==> config.mk <==
export PLATFORM = sky130hd
export DESIGN_NAME = msi_intx_aggr
export DESIGN_NICKNAME = d
export VERILOG_FILES = /design/src/rtl/msi_intx_aggr_pkg.sv /design/src/rtl/msi_intx_aggr_vecmap.sv /design/src/rtl/msi_intx_aggr_bank.sv /design/src/rtl/msi_intx_aggr_regdec.sv /design/src/rtl/msi_intx_aggr.sv
export SDC_FILE = /design/constraint.sdc
export NUM_CORES = 1
export LEC_CHECK = 0
export ABC_CLOCK_PERIOD_IN_PS = 2500
export BUFFER_PORTS_ARGS = -buffer_cell sky130_fd_sc_hd__buf_2
export CORE_MARGIN = 5
export CORE_UTILIZATION = 35
export CTS_BUF_LIST = sky130_fd_sc_hd__clkbuf_8 sky130_fd_sc_hd__clkbuf_16
export CTS_CLUSTER_DIAMETER = 30
export DETAILED_ROUTE_END_ITERATION = 7
export SYNTH_ARGS = -nofsm -noshare
export SYNTH_HDL_FRONTEND = slang
export SYNTH_SLANG_ARGS = --single-unit
==> constraint.sdc <==
create_clock -name clk -period 2.5 [get_ports clk]
set_input_delay 0.125 -clock clk [delete_from_list [all_inputs] [get_ports clk]]
set_output_delay 0.125 -clock clk [all_outputs]
set_load 0.01 [all_outputs]
==> src/rtl/msi_intx_aggr_pkg.sv <==
`timescale 1ns/1ps
package msi_intx_aggr_pkg;
    localparam int unsigned OFF_EOI       = 'h050;
    localparam int unsigned OFF_DOORBELL  = 'h054;
    localparam int unsigned OFF_MSI_BASE  = 'h100;
    localparam int unsigned OFF_INTX_BASE = 'h180;
    localparam int unsigned BANK_STRIDE   = 16;
    localparam int unsigned SUB_PENDING   = 4;
    localparam int unsigned SUB_EN_SET    = 8;
    localparam int unsigned SUB_EN_CLR    = 12;

    typedef enum logic [1:0] {
        ACC_NONE,
        ACC_PENDING,
        ACC_EN_SET,
        ACC_EN_CLR
    } acc_e;
endpackage

==> src/rtl/msi_intx_aggr_vecmap.sv <==
`timescale 1ns/1ps
// Turns a doorbell vector number into a one-hot pending-set pattern,
// laid out bank-major: bit (bank*W + slot).
module msi_intx_aggr_vecmap #(
    parameter int NB = 8,
    parameter int W  = 4,
    parameter int DW = 32
) (
    input  logic              valid,
    input  logic [DW-1:0]     vector,
    output logic [NB*W-1:0]   set_vec
);
    localparam int NV = NB * W;

    always_comb begin
        set_vec = '0;
        for (int v = 0; v < NV; v++) begin
            if (valid && (vector == DW'(v))) begin
                set_vec[(v % NB) * W + (v / NB)] = 1'b1;
            end
        end
    end
endmodule

==> src/rtl/msi_intx_aggr_bank.sv <==
`timescale 1ns/1ps
// One bank: pending bits with hardware set / software clear, an enable
// mask with separate set and clear strobes, and a registered output.
module msi_intx_aggr_bank #(
    parameter int W = 4
) (
    input  logic         clk,
    input  logic         rst_n,
    input  logic [W-1:0] hw_set,
    input  logic [W-1:0] sw_clr,
    input  logic [W-1:0] en_set,
    input  logic [W-1:0] en_clr,
    input  logic         eoi,
    output logic [W-1:0] pending,
    output logic [W-1:0] enable,
    output logic         irq
);
    typedef struct packed {
        logic [W-1:0] pend;
        logic [W-1:0] en;
        logic         irq;
    } bank_t;

    bank_t bank_d, bank_q;

    always_comb begin
        bank_d      = bank_q;
        // hardware set is applied after the clear, so it wins a collision
        bank_d.pend = (bank_q.pend & ~sw_clr) | hw_set;
        bank_d.en   = (bank_q.en | en_set) & ~en_clr;
        bank_d.irq  = (|(bank_q.pend & bank_q.en)) && !eoi;
    end

    always_ff @(posedge clk or negedge rst_n) begin
        if (!rst_n) begin
            bank_q <= '0;
        end else begin
            bank_q <= bank_d;
        end
    end

    assign pending = bank_q.pend;
    assign enable  = bank_q.en;
    assign irq     = bank_q.irq;
endmodule

==> src/rtl/msi_intx_aggr_regdec.sv <==
`timescale 1ns/1ps
// Address decode for writes into per-bank strobes, and the read mux.
module msi_intx_aggr_regdec
    import msi_intx_aggr_pkg::*;
#(
    parameter int NB = 8,
    parameter int W  = 4,
    parameter int NI = 4,
    parameter int AW = 12,
    parameter int DW = 32
) (
    input  logic             wr,
    input  logic [AW-1:0]    addr,
    input  logic [DW-1:0]    wdata,
    input  logic [NB*W-1:0]  msi_pend,
    input  logic [NB*W-1:0]  msi_en,
    input  logic [NI-1:0]    intx_pend,
    input  logic [NI-1:0]    intx_en,
    output logic             db_wr,
    output logic [NB*W-1:0]  msi_clr,
    output logic [NB*W-1:0]  msi_en_set,
    output logic [NB*W-1:0]  msi_en_clr,
    output logic [NB-1:0]    msi_eoi,
    output logic [NI-1:0]    intx_clr,
    output logic [NI-1:0]    intx_en_set,
    output logic [NI-1:0]    intx_en_clr,
    output logic [NI-1:0]    intx_eoi,
    output logic [DW-1:0]    rdata
);
    acc_e msi_acc  [NB];
    acc_e intx_acc [NI];

    function automatic acc_e classify(input logic [AW-1:0] a, input int unsigned base);
        acc_e r = ACC_NONE;
        if (a == AW'(base + SUB_PENDING)) r = ACC_PENDING;
        if (a == AW'(base + SUB_EN_SET))  r = ACC_EN_SET;
        if (a == AW'(base + SUB_EN_CLR))  r = ACC_EN_CLR;
        return r;
    endfunction

    always_comb begin
        for (int k = 0; k < NB; k++) begin
            msi_acc[k] = classify(addr, OFF_MSI_BASE + BANK_STRIDE * k);
        end
        for (int i = 0; i < NI; i++) begin
            intx_acc[i] = classify(addr, OFF_INTX_BASE + BANK_STRIDE * i);
        end
    end

    always_comb begin
        db_wr       = wr && (addr == AW'(OFF_DOORBELL));
        msi_clr     = '0;
        msi_en_set  = '0;
        msi_en_clr  = '0;
        msi_eoi     = '0;
        intx_clr    = '0;
        intx_en_set = '0;
        intx_en_clr = '0;
        intx_eoi    = '0;
        rdata       = '0;
        for (int k = 0; k < NB; k++) begin
            if (wr && msi_acc[k] == ACC_PENDING) msi_clr[k*W +: W]    = wdata[W-1:0];
            if (wr && msi_acc[k] == ACC_EN_SET)  msi_en_set[k*W +: W] = wdata[W-1:0];
            if (wr && msi_acc[k] == ACC_EN_CLR)  msi_en_clr[k*W +: W] = wdata[W-1:0];
            if (wr && addr == AW'(OFF_EOI) && wdata == DW'(k + NI)) msi_eoi[k] = 1'b1;
            if (msi_acc[k] == ACC_PENDING) rdata[W-1:0] = msi_pend[k*W +: W];
            if (msi_acc[k] == ACC_EN_SET || msi_acc[k] == ACC_EN_CLR) rdata[W-1:0] = msi_en[k*W +: W];
        end
        for (int i = 0; i < NI; i++) begin
            if (wr && intx_acc[i] == ACC_PENDING) intx_clr[i]    = wdata[0];
            if (wr && intx_acc[i] == ACC_EN_SET)  intx_en_set[i] = wdata[0];
            if (wr && intx_acc[i] == ACC_EN_CLR)  intx_en_clr[i] = wdata[0];
            if (wr && addr == AW'(OFF_EOI) && wdata == DW'(i)) intx_eoi[i] = 1'b1;
            if (intx_acc[i] == ACC_PENDING) rdata[0] = intx_pend[i];
            if (intx_acc[i] == ACC_EN_SET || intx_acc[i] == ACC_EN_CLR) rdata[0] = intx_en[i];
        end
    end
endmodule

==> src/rtl/msi_intx_aggr.sv <==
`timescale 1ns/1ps
module msi_intx_aggr #(
    parameter int NUM_VEC      = 32,
    parameter int NUM_MSI_BANK = 8,
    parameter int NUM_INTX     = 4,
    parameter int AW           = 12
) (
    input  logic                    clk,
    input  logic                    rst_n,
    input  logic                    reg_wr,
    input  logic [AW-1:0]           reg_addr,
    input  logic [31:0]             reg_wdata,
    output logic [31:0]             reg_rdata,
    input  logic                    msg_valid,
    input  logic [31:0]             msg_vector,
    input  logic [NUM_INTX-1:0]     intx_in,
    output logic [NUM_MSI_BANK-1:0] msi_irq,
    output logic [NUM_INTX-1:0]     intx_irq
);
    localparam int NB = NUM_MSI_BANK;
    localparam int NI = NUM_INTX;
    localparam int W  = NUM_VEC / NUM_MSI_BANK;
    localparam int DW = 32;

    logic            db_wr;
    logic [NB*W-1:0] set_reg, set_msg, msi_set;
    logic [NB*W-1:0] msi_pend, msi_en, msi_clr, msi_en_set, msi_en_clr;
    logic [NB-1:0]   msi_eoi;
    logic [NI-1:0]   intx_pend, intx_en, intx_clr, intx_en_set, intx_en_clr, intx_eoi;

    msi_intx_aggr_regdec #(.NB(NB), .W(W), .NI(NI), .AW(AW), .DW(DW)) u_dec (
        .wr(reg_wr), .addr(reg_addr), .wdata(reg_wdata),
        .msi_pend(msi_pend), .msi_en(msi_en),
        .intx_pend(intx_pend), .intx_en(intx_en),
        .db_wr(db_wr), .msi_clr(msi_clr), .msi_en_set(msi_en_set),
        .msi_en_clr(msi_en_clr), .msi_eoi(msi_eoi),
        .intx_clr(intx_clr), .intx_en_set(intx_en_set),
        .intx_en_clr(intx_en_clr), .intx_eoi(intx_eoi),
        .rdata(reg_rdata)
    );

    msi_intx_aggr_vecmap #(.NB(NB), .W(W), .DW(DW)) u_map_reg (
        .valid(db_wr), .vector(reg_wdata), .set_vec(set_reg)
    );

    msi_intx_aggr_vecmap #(.NB(NB), .W(W), .DW(DW)) u_map_msg (
        .valid(msg_valid), .vector(msg_vector), .set_vec(set_msg)
    );

    assign msi_set = set_reg | set_msg;

    for (genvar k = 0; k < NB; k++) begin : g_msi
        msi_intx_aggr_bank #(.W(W)) u_bank (
            .clk(clk), .rst_n(rst_n),
            .hw_set(msi_set[k*W +: W]), .sw_clr(msi_clr[k*W +: W]),
            .en_set(msi_en_set[k*W +: W]), .en_clr(msi_en_clr[k*W +: W]),
            .eoi(msi_eoi[k]),
            .pending(msi_pend[k*W +: W]), .enable(msi_en[k*W +: W]),
            .irq(msi_irq[k])
        );
    end

    for (genvar i = 0; i < NI; i++) begin : g_intx
        msi_intx_aggr_bank #(.W(1)) u_line (
            .clk(clk), .rst_n(rst_n),
            .hw_set(intx_in[i]), .sw_clr(intx_clr[i]),
            .en_set(intx_en_set[i]), .en_clr(intx_en_clr[i]),
            .eoi(intx_eoi[i]),
            .pending(intx_pend[i]), .enable(intx_en[i]),
            .irq(intx_irq[i])
        );
    end
endmodule

=== Word level (Yosys, flattened, before mapping) ===
Cells that the tools add are included.

* Register bits after elaboration: 84
* Input bits: 84
* Output and inout port bits: 44
* Logic and storage cells: 589

* Equal/unequal tests: 136
* Multiplexer cells: 172
* Bitwise logic cells: 85
* Reduce and logical (&&, ||, !) cells: 160

{| class="wikitable"
|+ Operators with widths
! kind !! number
|-
| equality test 32 x 5 -> 1 bit (second input constant) || 32
|-
| equality test 32 x 4 -> 1 bit (second input constant) || 16
|-
| equality test 12 x 9 -> 1 bit (second input constant) || 36
|-
| equality test 32 x 3 -> 1 bit (second input constant) || 8
|-
| two-way mux 4 bit || 40
|-
| equality test 32 x 2 -> 1 bit (second input constant) || 4
|-
| logical AND 1 bit || 126
|-
| two-way mux 1 bit || 108
|-
| AND 4 bit || 24
|-
| equality test 32 x 1 -> 1 bit (second input constant) || 2
|-
| zero test 32 bit || 2
|-
| inverter 4 bit || 16
|-
| bitwise OR 4 bit || 16
|-
| equality test 2 bit (second input constant) || 24
|-
| two-way mux 2 bit || 24
|-
| bitwise OR 32 bit || 1
|-
| OR reduction 4 bit || 8
|-
| equality test 12 x 7 -> 1 bit (second input constant) || 2
|-
| equality test 2 x 1 -> 1 bit (second input constant) || 12
|-
| AND 1 bit || 12
|-
| zero test 1 bit || 12
|-
| logical OR 1 bit || 12
|-
| inverter 1 bit || 8
|-
| bitwise OR 1 bit || 8
|}

=== Longest topological paths before layout ===
Gate-level depths: netlist of run 1.

* Depth after elaboration: 29
* Gate-level depth with buffers: 9
* Gate-level depth less buffers: 6

=== Hierarchy ===
Synthesis of run 1 repeated with hierarchy kept, for this count alone.

* Cells, all modules: 829
* Area total of the unflattened synthesis: 6,213.5 µm²

{| class="wikitable"
|+ By module, submodules not included
! module !! instances !! cells each !! area an instance (µm²) !! sequential area each (µm²)
|-
| msi_intx_aggr_bank (g_msi[0].u_bank ...) || 8 || 28 || 320.3 || 225.2
|-
| msi_intx_aggr_regdec || 1 || 417 || 2,239.6 || 0.0
|-
| msi_intx_aggr_vecmap || 2 || 60 || 402.9 || 0.0
|-
| msi_intx_aggr_bank (g_intx[0].u_line ...) || 4 || 9 || 101.3 || 75.1
|-
| msi_intx_aggr || 1 || 32 || 200.2 || 0.0
|}

=== Worst setup path before layout of run 1 ===
No wires, ideal clock.

* Kind: input to output
* Start point: input reg_addr[7]
* End point: output reg_rdata[3]
* Data arrival time: 1.623 ns
* Required time: 2.375 ns
* Path slack: 0.752 ns
* Stages: 8
* Buffers on the path: 2
* Cell sequence: buf_6 -> buf_6 -> nor4_1 -> nand4_1 -> o31ai_1 -> a211oi_1 -> o32a_1 -> nor2_1

* Cells in the longest elaborated chain, start to end: 21
* Elaborated cells between the ends (all ways): 96
* Classes of those cells: 48 x eq/ne; 40 x mux; 8 x reduce/logical

{| class="wikitable"
|+ Ends and longest elaborated chain
! what !! RTL line !! RTL
|-
| start, declared || msi_intx_aggr.sv:11 || <nowiki>input logic [AW-1:0] reg_addr,</nowiki>
|-
| equality test 12 x 9 -> 1 bit || msi_intx_aggr_regdec.sv:35 || <nowiki>if (a == AW'(base + SUB_PENDING)) r = ACC_PENDING;</nowiki>
|-
| two-way mux 1 bit || msi_intx_aggr_regdec.sv:35 ||
|-
| two-way mux 2 bit || msi_intx_aggr_regdec.sv:36 || <nowiki>if (a == AW'(base + SUB_EN_SET)) r = ACC_EN_SET;</nowiki>
|-
| two-way mux 2 bit || msi_intx_aggr_regdec.sv:37 || <nowiki>if (a == AW'(base + SUB_EN_CLR)) r = ACC_EN_CLR;</nowiki>
|-
| equality test 2 x 1 -> 1 bit / equality test 2 bit (equally long branches) || msi_intx_aggr_regdec.sv:66, msi_intx_aggr_regdec.sv:67 ||
|-
| two-way mux 4 bit / logical OR 1 bit (equally long branches) || msi_intx_aggr_regdec.sv:66, msi_intx_aggr_regdec.sv:67 ||
|-
| two-way mux 4 bit || msi_intx_aggr_regdec.sv:67 || <nowiki>if (msi_acc[k] == ACC_EN_SET || msi_acc[k] == ACC_EN_CLR) rdata[W-1:0] = msi_en[k*W +: W];</nowiki>
|-
| two-way mux 4 bit || msi_intx_aggr_regdec.sv:66 || <nowiki>if (msi_acc[k] == ACC_PENDING) rdata[W-1:0] = msi_pend[k*W +: W];</nowiki>
|-
| [... 5 more ...] || n/a ||
|-
| two-way mux 4 bit || msi_intx_aggr_regdec.sv:66 ||
|-
| two-way mux 4 bit || msi_intx_aggr_regdec.sv:67 ||
|-
| two-way mux 4 bit || msi_intx_aggr_regdec.sv:66 ||
|-
| two-way mux 4 bit || msi_intx_aggr_regdec.sv:67 ||
|-
| two-way mux 4 bit || msi_intx_aggr_regdec.sv:66 ||
|-
| two-way mux 4 bit || msi_intx_aggr_regdec.sv:67 ||
|-
| two-way mux 4 bit || msi_intx_aggr_regdec.sv:66 ||
|-
| two-way mux 4 bit * || msi_intx_aggr_regdec.sv:67 ||
|-
| end, declared || msi_intx_aggr.sv:13 || <nowiki>output logic [31:0] reg_rdata,</nowiki>
|}

Every way passes the cells marked *; elsewhere a longest branch is shown, timed or not.

=== Worst setup path in the final report of run 1 ===
* Start point: input reg_addr[5]
* End point: output reg_rdata[1]

The elaborated chain is that of the path after synthesis.

==> flow_summary.rst, run 1 <==
.. list-table::
   :header-rows: 1

   * - Metric
     - Value
   * - Clock Tree Root
     - sky130_fd_sc_hd__clkbuf_16
   * - TritonCTS clock tree
     - yes
   * - Top metal layer carrying routed signals
     - met4
   * - GRT Total Usage
     - 25.0%
   * - Routed met1 length
     - 9.13 mm
   * - Highest clock frequency the design can meet
     - 423 MHz
   * - Vias in the first global route
     - 5,616
   * - First-pass GRT wire length
     - 35.0 mm
   * - Status
     - complete, but fails checks
   * - Die X-Extent
     - 137 µm
   * - Routed wl met2
     - 10.6 mm
   * - Synth cell types
     - 72
   * - Synthesis warning total
     - 0
   * - Total internal power
     - 2.37 mW
   * - VDD IR max
     - 0.000307 V
   * - Summed negative setup slack over all endpoints
     - 0 ns
   * - Number of flops mapped to enable cells by yosys
     - 0
   * - Final-layout worst hold slack
     - -0.0288 ns
   * - Critical Path Sink Type
     - primary output
   * - Violations in the final reports
     - hold timing
   * - Number of DRC markers after the initial detailed-route iteration
     - 767
   * - Switching part of the total
     - 26.6%
   * - Clock insertion delay at the later pin of the skew report
     - 0.35 ns
   * - Number of placed cells counting well taps
     - 935
   * - Share of power burned in registers
     - 42.3%
   * - HPWL after DPL
     - 17.9 mm
   * - Number of standard cells in the layout, taps in and fillers out
     - 955
   * - Register area share after synthesis
     - 37.3%
   * - CP required
     - 2.38 ns
   * - Routed via count divided by cell count
     - 6.10
   * - Buffer count from post-CTS setup fixing
     - 0
   * - Startpoint Class
     - primary input
   * - Met3 wire length
     - 2.32 mm
   * - Commonest register cell after synthesis
     - sky130_fd_sc_hd__dfrtp_1
   * - Category of the critical setup timing path
     - primary input to primary output
   * - I/O pins
     - 128
   * - Layout net count
     - 818
   * - Proportion of power drawn by the clock network
     - 46.0%
   * - Maximum fanout along the worst path
     - 29
   * - Area growth from synthesis to final layout
     - 16.9%
   * - Total chip power
     - 3.24 mW
   * - Least setup slack across all paths after layout
     - 0.134 ns
   * - Final Core Density
     - 41.7%
   * - Starting density of the core
     - 35.7%
   * - Die area
     - 18,800 µm²
   * - Total setup violations reported at the end of the flow
     - 0
   * - Post-DR wirelength/cell
     - 24.1 µm
   * - Avg Inst Size Synth
     - 8.76 µm²
   * - Std cell rows
     - 46
   * - Worst Clk Skew
     - 0.00791 ns
   * - Clock sink count
     - 84
   * - Cell area power density
     - 491 nW/µm²
   * - Transition time at the pin with the least slew margin
     - 1.08 ns
   * - Maximum number of pins on one net before global-route repair
     - 85
   * - Count of endpoints failing hold in the final timing report
     - 44
   * - CTS max path bufs
     - 2
   * - Number of antenna violations at the first check in global routing
     - 0
   * - H-Tree Level Count
     - 3
   * - Post-synthesis instance total
     - 644
   * - Final slew viol count
     - 0
   * - Total congestion overflow
     - 0
   * - Clock transition at path regs
     - 0.06 ns
   * - Floorplan core area
     - 15,800 µm²
   * - Clock buffer count from CTS
     - 9
   * - Number of antenna-violating nets in the routed design
     - 0
   * - Share of layout cells above drive strength 1
     - 24.1%
   * - Final wirelength
     - 23.1 mm
   * - Die height
     - 137 µm
   * - DRT Pass-1 Iters
     - 5
   * - Switch Pwr
     - 0.862 mW
   * - Antenna diode instance count
     - 0
   * - Count of fill cells added during filler insertion
     - 1,570
   * - Final Wtd Congestion
     - 0.955
   * - Share of the clock period used by the worst path after layout
     - 94.6%
   * - Vias post-DR
     - 5,825
   * - Post-synthesis sequential element count
     - 84
   * - Setup repair after global routing missed its margin
     - false
   * - Max Cap Viol
     - 0
   * - Post-layout minimum cycle time
     - 2.37 ns
   * - Share of async-settable or async-resettable flops after synthesis
     - 100%
   * - Slew HR
     - 27.7%
   * - Number of buffers added on ports
     - 99
   * - Class of the tightest hold or removal check
     - primary input to asynchronous set/reset pin
   * - Arrival time of the worst setup path
     - 2.24 ns
   * - DRC viols
     - 0
   * - Gate power share
     - 11.7%
   * - Worst setup timing slack at the placement stage
     - 0.192 ns
   * - Cell area after technology mapping
     - 5640 µm²
   * - P_leak
     - 2.71 nW
## layout by cell type, fill, tap and decap left out, types with 9 or more instances in the layout
master                      netlist  final
sky130_fd_sc_hd__a21oi_1         47     47
sky130_fd_sc_hd__a221oi_1         9      9
sky130_fd_sc_hd__a22o_1          11     11
sky130_fd_sc_hd__a22oi_1         25     25
sky130_fd_sc_hd__a31oi_1         28     28
sky130_fd_sc_hd__a32oi_1         12     12
sky130_fd_sc_hd__buf_2           10     98
sky130_fd_sc_hd__buf_4           42     32
sky130_fd_sc_hd__clkbuf_16        0      9
sky130_fd_sc_hd__conb_1           1     28
sky130_fd_sc_hd__dfrtp_1         84     84
sky130_fd_sc_hd__nand2_1         67     67
sky130_fd_sc_hd__nand3_1         16     16
sky130_fd_sc_hd__nor2_1          32     32
sky130_fd_sc_hd__nor2b_1         13     12
sky130_fd_sc_hd__nor3_1          10     10
sky130_fd_sc_hd__nor4_1          14     13
sky130_fd_sc_hd__o21ai_0         42     42
sky130_fd_sc_hd__o21ai_1         17     17
sky130_fd_sc_hd__o31ai_1          9      9
## power groups by stage
stage	logic [mW]	registers, mW	clock network, mW
global route	0.412	1.37	1.56
CTS	0.371	1.37	1.51
finish	0.379	1.37	1.49
global placement	0.363	1.39	0
floorplan	0.223	1.39	0
detailed placement	0.365	1.39	0
## stage by stage
stage,hold WS [ns],area [µm²]
floorplan,-0.171,5740
global placement,0.304,6220
detailed placement,0.308,6220
CTS,0.0287,6590
global route,0.0698,6600
finish,-0.0288,6600
## cell type report
class / instances / area [µm²] / share of cell area [%]
Sequential cell: 84 / 2100 / 31.9
Clock buffer: 9 / 225 / 3.41
Timing Repair Buffer: 134 / 771 / 11.7
Inverter: 5 / 18.8 / 0.285
Multi-Input combinational cell: 500 / 3110 / 47.1
Clock inverter: 7 / 103 / 1.56
Tap cell: 216 / 270 / 4.10
## layer usage
layer,up-vias,GRT usage [%]
met5,-,0
met4,0,10.3
met2,407,39.8
met1,2784,33.7
met3,63,4.08
li1,2571,-
## sequential cells by signal, indices dropped and copies added, names as in the netlist
signal and cells:
g_msi.u_bank.enable 32, g_msi.u_bank.pending 32, g_msi.u_bank.irq 8, g_intx.u_line.enable 4
g_intx.u_line.irq 4, g_intx.u_line.pending 4
## Yosys cell counts (4+ instances only)
library cell / n / area share, %
sky130_fd_sc_hd__a22oi_1: 25 / 3.3
sky130_fd_sc_hd__nor3_1: 10 / 0.89
sky130_fd_sc_hd__nand2b_1: 5 / 0.55
sky130_fd_sc_hd__a21o_1: 4 / 0.53
sky130_fd_sc_hd__o31ai_1: 9 / 1.2
sky130_fd_sc_hd__buf_2: 10 / 0.89
sky130_fd_sc_hd__a221oi_1: 9 / 1.4
sky130_fd_sc_hd__o21ai_1: 17 / 1.5
sky130_fd_sc_hd__buf_4: 42 / 5.6
sky130_fd_sc_hd__o21ai_0: 42 / 3.7
sky130_fd_sc_hd__a22o_1: 11 / 1.7
sky130_fd_sc_hd__nand3_2: 4 / 0.71
sky130_fd_sc_hd__nand3b_1: 8 / 1.1
sky130_fd_sc_hd__a32oi_1: 12 / 1.9
sky130_fd_sc_hd__a21oi_1: 47 / 4.2
sky130_fd_sc_hd__nor2_1: 32 / 2.1
sky130_fd_sc_hd__mux2_2: 4 / 0.80
sky130_fd_sc_hd__and2_1: 8 / 0.89
sky130_fd_sc_hd__o22ai_1: 8 / 0.89
sky130_fd_sc_hd__o211ai_1: 4 / 0.53
sky130_fd_sc_hd__nor2b_1: 13 / 1.4
sky130_fd_sc_hd__clkbuf_8: 4 / 0.98
sky130_fd_sc_hd__nor4_1: 14 / 1.6
sky130_fd_sc_hd__nand3_1: 16 / 1.4
sky130_fd_sc_hd__inv_1: 4 / 0.27
sky130_fd_sc_hd__and3_1: 4 / 0.44
sky130_fd_sc_hd__a31oi_1: 28 / 3.1
sky130_fd_sc_hd__o21a_1: 4 / 0.53
sky130_fd_sc_hd__clkbuf_1: 23 / 1.5
sky130_fd_sc_hd__mux2i_1: 5 / 0.89
sky130_fd_sc_hd__dfrtp_1: 84 / 37
sky130_fd_sc_hd__nand2_1: 67 / 4.5
sky130_fd_sc_hd__nor2_2: 4 / 0.44
## cells by family after synthesis
group,after synthesis,share of synthesized area (%)
and+or+nand+nor,225,23.8
muxes,9,1.69
AOI/OAI and AO/OA,238,27.4
buffers and inverters,87,9.78
DFF,84,37.3
other,1,0.0665
## critical path, cell delays in order
cell and delay (ns):
sky130_fd_sc_hd__buf_2 0.27, sky130_fd_sc_hd__or3b_2 0.57, sky130_fd_sc_hd__o22a_1 0.24, sky130_fd_sc_hd__nor3_1 0.27
sky130_fd_sc_hd__o21ai_0 0.19, sky130_fd_sc_hd__o211ai_1 0.25, sky130_fd_sc_hd__o21a_1 0.17, sky130_fd_sc_hd__buf_2 0.14
## path summary, 6_finish.rpt
path / from / slack (ns) / cells after the start / endpoint
worst max-delay path: reg_addr[5] / 0.13 / 8 / reg_rdata[1]
worst min-delay path: rst_n / -0.03 / 1 / g_msi[4].u_bank.pending[2]$_DFF_PN0_
worst max register to register: g_msi[3].u_bank.pending[3]$_DFF_PN0_ / 1.03 / 3 / g_msi[3].u_bank.irq$_DFF_PN0_
worst min register to register: g_intx[0].u_line.pending$_DFF_PN0_ / 0.53 / 1 / g_intx[0].u_line.pending$_DFF_PN0_
max in group asynchronous: rst_n / 1.82 / 1 / g_intx[1].u_line.pending$_DFF_PN0_
min in group clk: reg_wdata[1] / 0.14 / 2 / g_msi[7].u_bank.irq$_DFF_PN0_
## repair_timing
action,4_1_cts,5_1_grt
hold endpoints to repair,4,0
setup endpoints to repair,0,1
gates resized for setup,0,1
hold buffers,4,0
(Power assumes the default switching activity.)
==> inputs of run 2 (changes only) <==
--- a/config.mk
+++ b/config.mk
@@ -5,12 +5,12 @@
 export SDC_FILE = /design/constraint.sdc
 export NUM_CORES = 1
 export LEC_CHECK = 0
-export ABC_CLOCK_PERIOD_IN_PS = 2500
+export ABC_CLOCK_PERIOD_IN_PS = 2100
 export BUFFER_PORTS_ARGS = -buffer_cell sky130_fd_sc_hd__buf_2
 export CORE_MARGIN = 5
 export CORE_UTILIZATION = 35
 export CTS_BUF_LIST = sky130_fd_sc_hd__clkbuf_8 sky130_fd_sc_hd__clkbuf_16
-export CTS_CLUSTER_DIAMETER = 30
+export CTS_CLUSTER_DIAMETER = 80
 export DETAILED_ROUTE_END_ITERATION = 7
 export SYNTH_ARGS = -nofsm -noshare
 export SYNTH_HDL_FRONTEND = slang
==> constraint.sdc (replaced) <==
create_clock -name clk -period 2.1 [get_ports clk]
set_input_delay 0.105 -clock clk [delete_from_list [all_inputs] [get_ports clk]]
set_output_delay 0.105 -clock clk [all_outputs]
set_load 0.01 [all_outputs]
==> flow_summary.rst, run 2 (synthesis results as in run 1) <==
.. list-table::
   :header-rows: 1

   * - Metric
     - Value
   * - Number of antenna-violating nets in the routed design
     - 0 (unchanged)
   * - DRC viols
     - 0 (unchanged)
   * - Post-DR wirelength/cell
     - 23.4 µm (-3.0%)
   * - Area occupied by multi-input gates
     - 3160 µm² (+1.8%)
   * - Area growth from synthesis to final layout
     - 23.6%
   * - Clock sink count
     - 84 (unchanged)
   * - Number of placed cells counting well taps
     - 969 (+3.6%)
   * - Clock insertion delay at the later pin of the skew report
     - 0.36 ns (about the same)
   * - Count of endpoints failing hold in the final timing report
     - 0 (-100%)
   * - Number of DRC markers after the initial detailed-route iteration
     - 851 (+11%)
   * - VDD IR max
     - 0.000353 V (+15%)
   * - Share of the clock period used by the worst path after layout
     - 98.8%
   * - Clock buffer count from CTS
     - 9 (unchanged)
   * - HPWL after DPL
     - 18.2 mm (+1.4%)
   * - Top library cells by usage in the layout, fill and taps aside
     - 95 x sky130_fd_sc_hd__buf_2, 82 x sky130_fd_sc_hd__dfrtp_1, 67 x sky130_fd_sc_hd__nand2_1
   * - Vias in the first global route
     - 5,722 (+1.9%)
   * - Floorplan core area
     - 15,800 µm² (unchanged)
   * - Post-layout minimum cycle time
     - 2.07 ns
   * - CP required
     - 2.00 ns (-0.38 ns)
   * - Number of standard cells in the layout, taps in and fillers out
     - 992 (+3.9%)
   * - Buf/Inv on CP
     - 3 (+1)
   * - Total chip power
     - 3.88 mW (+20%)
   * - Sequential cell area in the final layout
     - 2100 µm² (+0.12%)
   * - DRT Pass-1 Iters
     - 6 (+1)
   * - Status
     - finished clean
   * - Count of fill cells added during filler insertion
     - 1,561 (-0.57%)
   * - Final slew viol count
     - 0 (unchanged)
   * - Cell area power density
     - 557 nW/µm² (+13%)
   * - Clock Tree Root
     - sky130_fd_sc_hd__clkbuf_16
   * - Category of the critical setup timing path
     - primary input to primary output
   * - CTS max path bufs
     - 2 (unchanged)
   * - Arrival time of the worst setup path
     - 1.97 ns (-0.27 ns)
   * - Vias post-DR
     - 5,990 (+2.8%)
   * - Maximum fanout along the worst path
     - 5 (-83%)
   * - Total congestion overflow
     - 0 (unchanged)
   * - I/O pins
     - 128 (unchanged)
   * - Commonest non-fill, non-tap cell in the layout
     - sky130_fd_sc_hd__buf_2
   * - Final wirelength
     - 23.2 mm (+0.74%)
   * - Share of layout cells above drive strength 1
     - 29.1% (+5.0 points)
   * - Maximum number of pins on one net before global-route repair
     - 57 (-33%)
   * - Cell with the largest stage delay on the worst path
     - sky130_fd_sc_hd__or4b_1
   * - Worst path most repeated cell
     - sky130_fd_sc_hd__buf_2
   * - Critical path's top delay family
     - simple AND/OR/NAND/NOR gates
   * - Worst Clk Skew
     - 0.0137 ns (+0.00576 ns)
   * - Worst path cell trace
     - buf_2 > or4b_1 > nor2_4 > buf_4 > nand3_1 > a211oi_2 > o32a_1 > nor2_2 > buf_2
   * - TritonCTS clock tree
     - yes
   * - Antenna diode instance count
     - 0 (unchanged)
   * - Die height
     - 137 µm (unchanged)
   * - Startpoint Class
     - primary input
   * - Post-layout instance area
     - 6970 µm² (+5.7%)
   * - Final-layout worst hold slack
     - 0.107 ns (+0.136 ns)
   * - Class of the tightest hold or removal check
     - primary input to register
   * - Transition time at the pin with the least slew margin
     - 0.603 ns (-0.482 ns)
   * - Number of antenna violations at the first check in global routing
     - 0 (unchanged)
   * - Delay contributed by the slowest stage of the critical path
     - 0.59 ns (+0.02 ns)
   * - Clock transition at path regs
     - 0.08 ns (+0.02 ns)
   * - First-pass GRT wire length
     - 34.4 mm (-1.6%)
   * - Highest clock frequency the design can meet
     - 482 MHz
   * - Critical Path Sink Type
     - primary output
   * - Final Wtd Congestion
     - 1.01 (+5.9%)
   * - Starting density of the core
     - 35.7% (unchanged)
   * - Routed via count divided by cell count
     - 6.04 (-1.0%)
   * - H-Tree Level Count
     - 3 (unchanged)
   * - Slew HR
     - 59.8% (+32 points)
   * - Die X-Extent
     - 137 µm (unchanged)
   * - Layout net count
     - 855 (+4.5%)
   * - Die area
     - 18,800 µm² (unchanged)
   * - Total setup violations reported at the end of the flow
     - 0 (unchanged)
   * - GRT Total Usage
     - 24.6% (-0.38 points)
   * - Number of buffers added on ports
     - 99 (unchanged)
   * - Cell Area, Placed
     - 6520 µm² (+4.7%)
   * - P_leak
     - 2.91 nW (+7.4%)
   * - Std cell rows
     - 46 (unchanged)
   * - Setup repair after global routing missed its margin
     - true
   * - Max Cap Viol
     - 0 (unchanged)
run 2: power by group:
part	total, mW	internal, mW	switching [mW]
combinational	0.502	0.178	0.324
clock	1.75	1.05	0.704
sequential	1.63	1.62	0.00546
total	3.88	2.85	1.03
run 2: worst register-to-register path: cells and delay by family, from the launching register on:
| family | cells | cell delay, ns |
|---|---|---|
| AO/OA/AOI/OAI | 3 | 0.90 |
| flip-flops | 1 | 0.44 |
run 2: routing by layer:
layer	vias up	GRT usage [%]	wire, µm
met5	-	0	0
met4	0	14.3	1140
met3	67	4.26	2150
met2	400	38.7	10700
met1	2881	31.7	9280
li1	2642	-	-
run 2: metrics by stage:
step / utilization, % / setup slack [ns] / setup TNS, ns
global placement: 41.2 / -0.0759 / -0.0830
CTS: 43.6 / 0.0110 / 0
global route: 44.1 / -0.0805 / -0.118
finish: 44.1 / 0.0261 / 0
floorplan: - / 0.392 / 0
detailed placement: 41.2 / -0.0412 / -0.0507
run 2: final timing paths:
| kind | cells past startpoint | slack (ns) | start | end |
|---|---|---|---|---|
| max | 9 | 0.03 | reg_addr[9] | reg_rdata[3] |
| min in group asynchronous | 2 | 0.22 | rst_n | g_msi[3].u_bank.pending[2]$_DFF_PN0_ |
| max in group asynchronous | 3 | 1.24 | rst_n | g_intx[0].u_line.enable$_DFF_PN0_ |
| min | 2 | 0.11 | reg_wdata[1] | g_msi[7].u_bank.irq$_DFF_PN0_ |
| max reg2reg | 3 | 0.60 | g_msi[1].u_bank.pending[2]$_DFF_PN0_ | g_msi[1].u_bank.irq$_DFF_PN0_ |
| min reg2reg | 2 | 0.53 | g_intx[1].u_line.enable$_DFF_PN0_ | g_intx[1].u_line.irq$_DFF_PN0_ |
run 2: timing repair:
item                                    in CTS  in global routing
gates cloned                                 0                  0
pin swaps                                    0                  7
resized for setup                            5                 15
hold buffers                                 5                  0
endpoints found under the setup margin       3                  4
hold endpoints to repair                    32                  0
buffers inserted                             0                  2
run 2: final cells by class:
type                    count  share of cell area (%)
inverters                   5                   0.269
clock inverters             7                    1.40
flip-flops and latches     84                    30.2
well taps                 216                    3.88
multi-input cells         500                    45.3
clock buffers               9                    3.23
repair buffers            171                    15.7
==> inputs of run 3 (changes only) <==
==> constraint.sdc (replaced) <==
create_clock -name clk -period 2.1 [get_ports clk]
set_input_delay 0.105 -clock clk [delete_from_list [all_inputs] [get_ports clk]]
set_output_delay 0.105 -clock clk [all_outputs]
set_load 0.1 [all_outputs]
==> flow_summary.rst, run 3 (synthesis results as in run 1) <==
.. list-table::
   :header-rows: 1

   * - Metric
     - Value
   * - Max Cap Viol
     - 0 (unchanged)
   * - Clock sink count
     - 84 (unchanged)
   * - Final slew viol count
     - 0 (unchanged)
   * - Std cell rows
     - 46 (unchanged)
   * - Worst setup timing slack at the placement stage
     - -0.115 ns (-0.0736 ns)
   * - CTS max path bufs
     - 2 (unchanged)
   * - DRC viols
     - 0 (unchanged)
   * - P_leak
     - 2.99 nW (+2.8%)
   * - Startpoint Class
     - register
   * - First-pass GRT wire length
     - 35.1 mm (+2.0%)
   * - Highest clock frequency the design can meet
     - 479 MHz (-0.72%)
   * - Post-layout minimum cycle time
     - 2.09 ns (+0.0150 ns)
   * - Number of antenna-violating nets in the routed design
     - 0 (unchanged)
   * - Worst path cell trace
     - o21ai_0 > a221o_1 > a41oi_2 > o21ai_1 > o211ai_1 > buf_12
   * - Final wirelength
     - 23.7 mm (+1.9%)
   * - Area growth from synthesis to final layout
     - 26.2%
   * - VDD IR max
     - 0.000345 V (-2.3%)
   * - Number of DRC markers after the initial detailed-route iteration
     - 858 (+0.82%)
   * - Die X-Extent
     - 137 µm (unchanged)
   * - Clock Tree Root
     - sky130_fd_sc_hd__clkbuf_16
   * - HPWL after DPL
     - 18.9 mm (+4.0%)
   * - GRT Total Usage
     - 25.2% (+0.60 points)
   * - Count of endpoints failing hold in the final timing report
     - 0 (unchanged)
   * - H-Tree Level Count
     - 3 (unchanged)
   * - Reg2Reg Launch Point
     - g_msi[3].u_bank.pending[2]$_DFF_PN0_
   * - Maximum number of pins on one net before global-route repair
     - 50 (-12%)
   * - Total congestion overflow
     - 0 (unchanged)
   * - Routed via count divided by cell count
     - 5.95 (-1.5%)
   * - Worst setup path startpoint
     - g_msi[0].u_bank.pending[0]$_DFF_PN0_
   * - Delay contributed by the slowest stage of the critical path
     - 0.40 ns (-0.19 ns)
   * - Top library cells by usage in the layout, fill and taps aside
     - 92 x sky130_fd_sc_hd__buf_2, 85 x sky130_fd_sc_hd__buf_4, 82 x sky130_fd_sc_hd__dfrtp_1
   * - Worst Clk Skew
     - 0.0125 ns (-0.00113 ns)
   * - Class of the tightest hold or removal check
     - primary input to register
   * - Status
     - finished clean
   * - Min-Delay Startpoint
     - reg_wdata[1]
   * - Clock insertion delay at the later pin of the skew report
     - 0.36 ns (about the same)
   * - Layout net count
     - 873 (+2.1%)
   * - Starting density of the core
     - 35.7% (unchanged)
   * - Slew HR
     - 50.0% (-9.8 points)
   * - Reg-to-reg setup timing slack
     - 0.56 ns (-0.04 ns)
   * - Share of layout cells above drive strength 1
     - 31.0% (+1.9 points)
   * - R2R depth
     - 4 (+1)
   * - Number of antenna violations at the first check in global routing
     - 0 (unchanged)
   * - Total setup violations reported at the end of the flow
     - 0 (unchanged)
   * - Die area
     - 18,800 µm² (unchanged)
   * - Final Wtd Congestion
     - 0.973 (-3.8%)
   * - Critical Path Sink Type
     - primary output
   * - Cell with the largest stage delay on the worst path
     - sky130_fd_sc_hd__dfrtp_1
   * - Least setup slack across all paths after layout
     - 0.0111 ns (-0.0150 ns)
   * - Vias in the first global route
     - 5,765 (+0.75%)
   * - CP required
     - 2.00 ns (about the same)
   * - Commonest non-fill, non-tap cell in the layout
     - sky130_fd_sc_hd__buf_2
   * - Total chip power
     - 3.89 mW (+0.20%)
   * - Number of buffers added on ports
     - 99 (unchanged)
   * - Antenna diode instance count
     - 0 (unchanged)
   * - End of the worst register-to-register path
     - g_msi[3].u_bank.irq$_DFF_PN0_
   * - Floorplan core area
     - 15,800 µm² (unchanged)
   * - Die height
     - 137 µm (unchanged)
   * - Setup repair after global routing missed its margin
     - true
   * - Category of the critical setup timing path
     - register to primary output
   * - Share of the clock period used by the worst path after layout
     - 99.5% (+0.71 points)
   * - Count of fill cells added during filler insertion
     - 1,593 (+2.0%)
   * - Clock buffer count from CTS
     - 9 (unchanged)
   * - Clock transition at path regs
     - 0.06 ns (-0.02 ns)
   * - DRT Pass-1 Iters
     - 5 (-1)
   * - Post-DR wirelength/cell
     - 23.4 µm (about the same)
   * - Worst Hold Path Cells
     - 2 (unchanged)
   * - Terminating pin of the worst hold path
     - g_intx[3].u_line.irq$_DFF_PN0_
   * - TritonCTS clock tree
     - yes
   * - Maximum fanout along the worst path
     - 3 (-2)
   * - Arrival time of the worst setup path
     - 1.98 ns (about the same)
   * - I/O pins
     - 128 (unchanged)
   * - Vias post-DR
     - 6,005 (+0.25%)
   * - Transition time at the pin with the least slew margin
     - 0.743 ns (+0.140 ns)
   * - Cell area power density
     - 546 nW/µm² (-1.9%)
==> run 3: cell count changes in the layout (fill, tap and decap cells not counted), moves of 2 or more <==
cell	previous run	this run
sky130_fd_sc_hd__buf_4	66	85
sky130_fd_sc_hd__buf_2	95	92
sky130_fd_sc_hd__buf_12	3	5
sky130_fd_sc_hd__bufinv_16	2	0
sky130_fd_sc_hd__inv_6	2	4
sky130_fd_sc_hd__or4bb_1	2	0
sky130_fd_sc_hd__or4bb_4	0	2
==> run 3: through the flow <==
stage               TNS [ns]  hold slack, ns  instance area, µm²  instances  utilization [%]
finish                     0           0.123                7120       1010             45.0
global route          -0.115           0.126                7120       1010             45.0
CTS                        0           0.109                7050       1006             44.6
detailed placement     -1.87          0.0961                6690        985             42.3
global placement       -3.04          0.0919                6690        985             42.3
floorplan             -0.213          -0.191                5790        671                -
==> run 3: power breakdown <==
part           switching (mW)  leakage, nW  internal (mW)
logic                   0.524         1.71          0.191
registers             0.00569         1.15           1.62
clock network           0.728        0.137          0.818
==> run 3: critical path: cells and delay by family, from the launching register on <==
family | cells | cell delay [ns]
compound gates | 5 | 1.01
flops | 1 | 0.40
buf+inv | 1 | 0.22
==> run 3: worst max-delay path by stage <==
stage | cells after the start | to
final | 6 | reg_rdata[0]
after global routing | 9 | reg_rdata[0]
after CTS | 7 | reg_rdata[1]
after detailed placement | 7 | g_msi[6].u_bank.pending[2]$_DFF_PN0_
after global placement | 7 | g_msi[4].u_bank.pending[3]$_DFF_PN0_
after floorplan | 7 | reg_rdata[0]
==> run 3: final cells by class <==
| cell class | instances | area, µm² | share of cell area, % |
|---|---|---|---|
| multi-input combinational | 500 | 3180 | 44.7 |
| timing repair buffer | 189 | 1270 | 17.8 |
| clock buffer | 9 | 225 | 3.16 |
| sequential | 84 | 2100 | 29.5 |
| clock inverter | 7 | 56.3 | 0.790 |
| inverter | 5 | 18.8 | 0.263 |
| tap | 216 | 270 | 3.79 |
==> run 3: repair_timing <==
action                                  in CTS  in global routing
gates cloned                                 0                  0
setup buffers                                1                  4
hold buffers                                 5                  0
endpoints found under the setup margin       3                  4
pin swaps                                    8                  8
hold endpoints to repair                    39                  0
resized for setup                            9                 11
==> run 3: per-layer routing <==
metal | vias to the layer above | routed length [µm] | GRT usage (%)
met5 | - | 0 | 0
met2 | 321 | 11200 | 41.6
met1 | 2966 | 9990 | 33.8
met4 | 0 | 653 | 9.26
met3 | 47 | 1800 | 3.27
li1 | 2671 | - | -
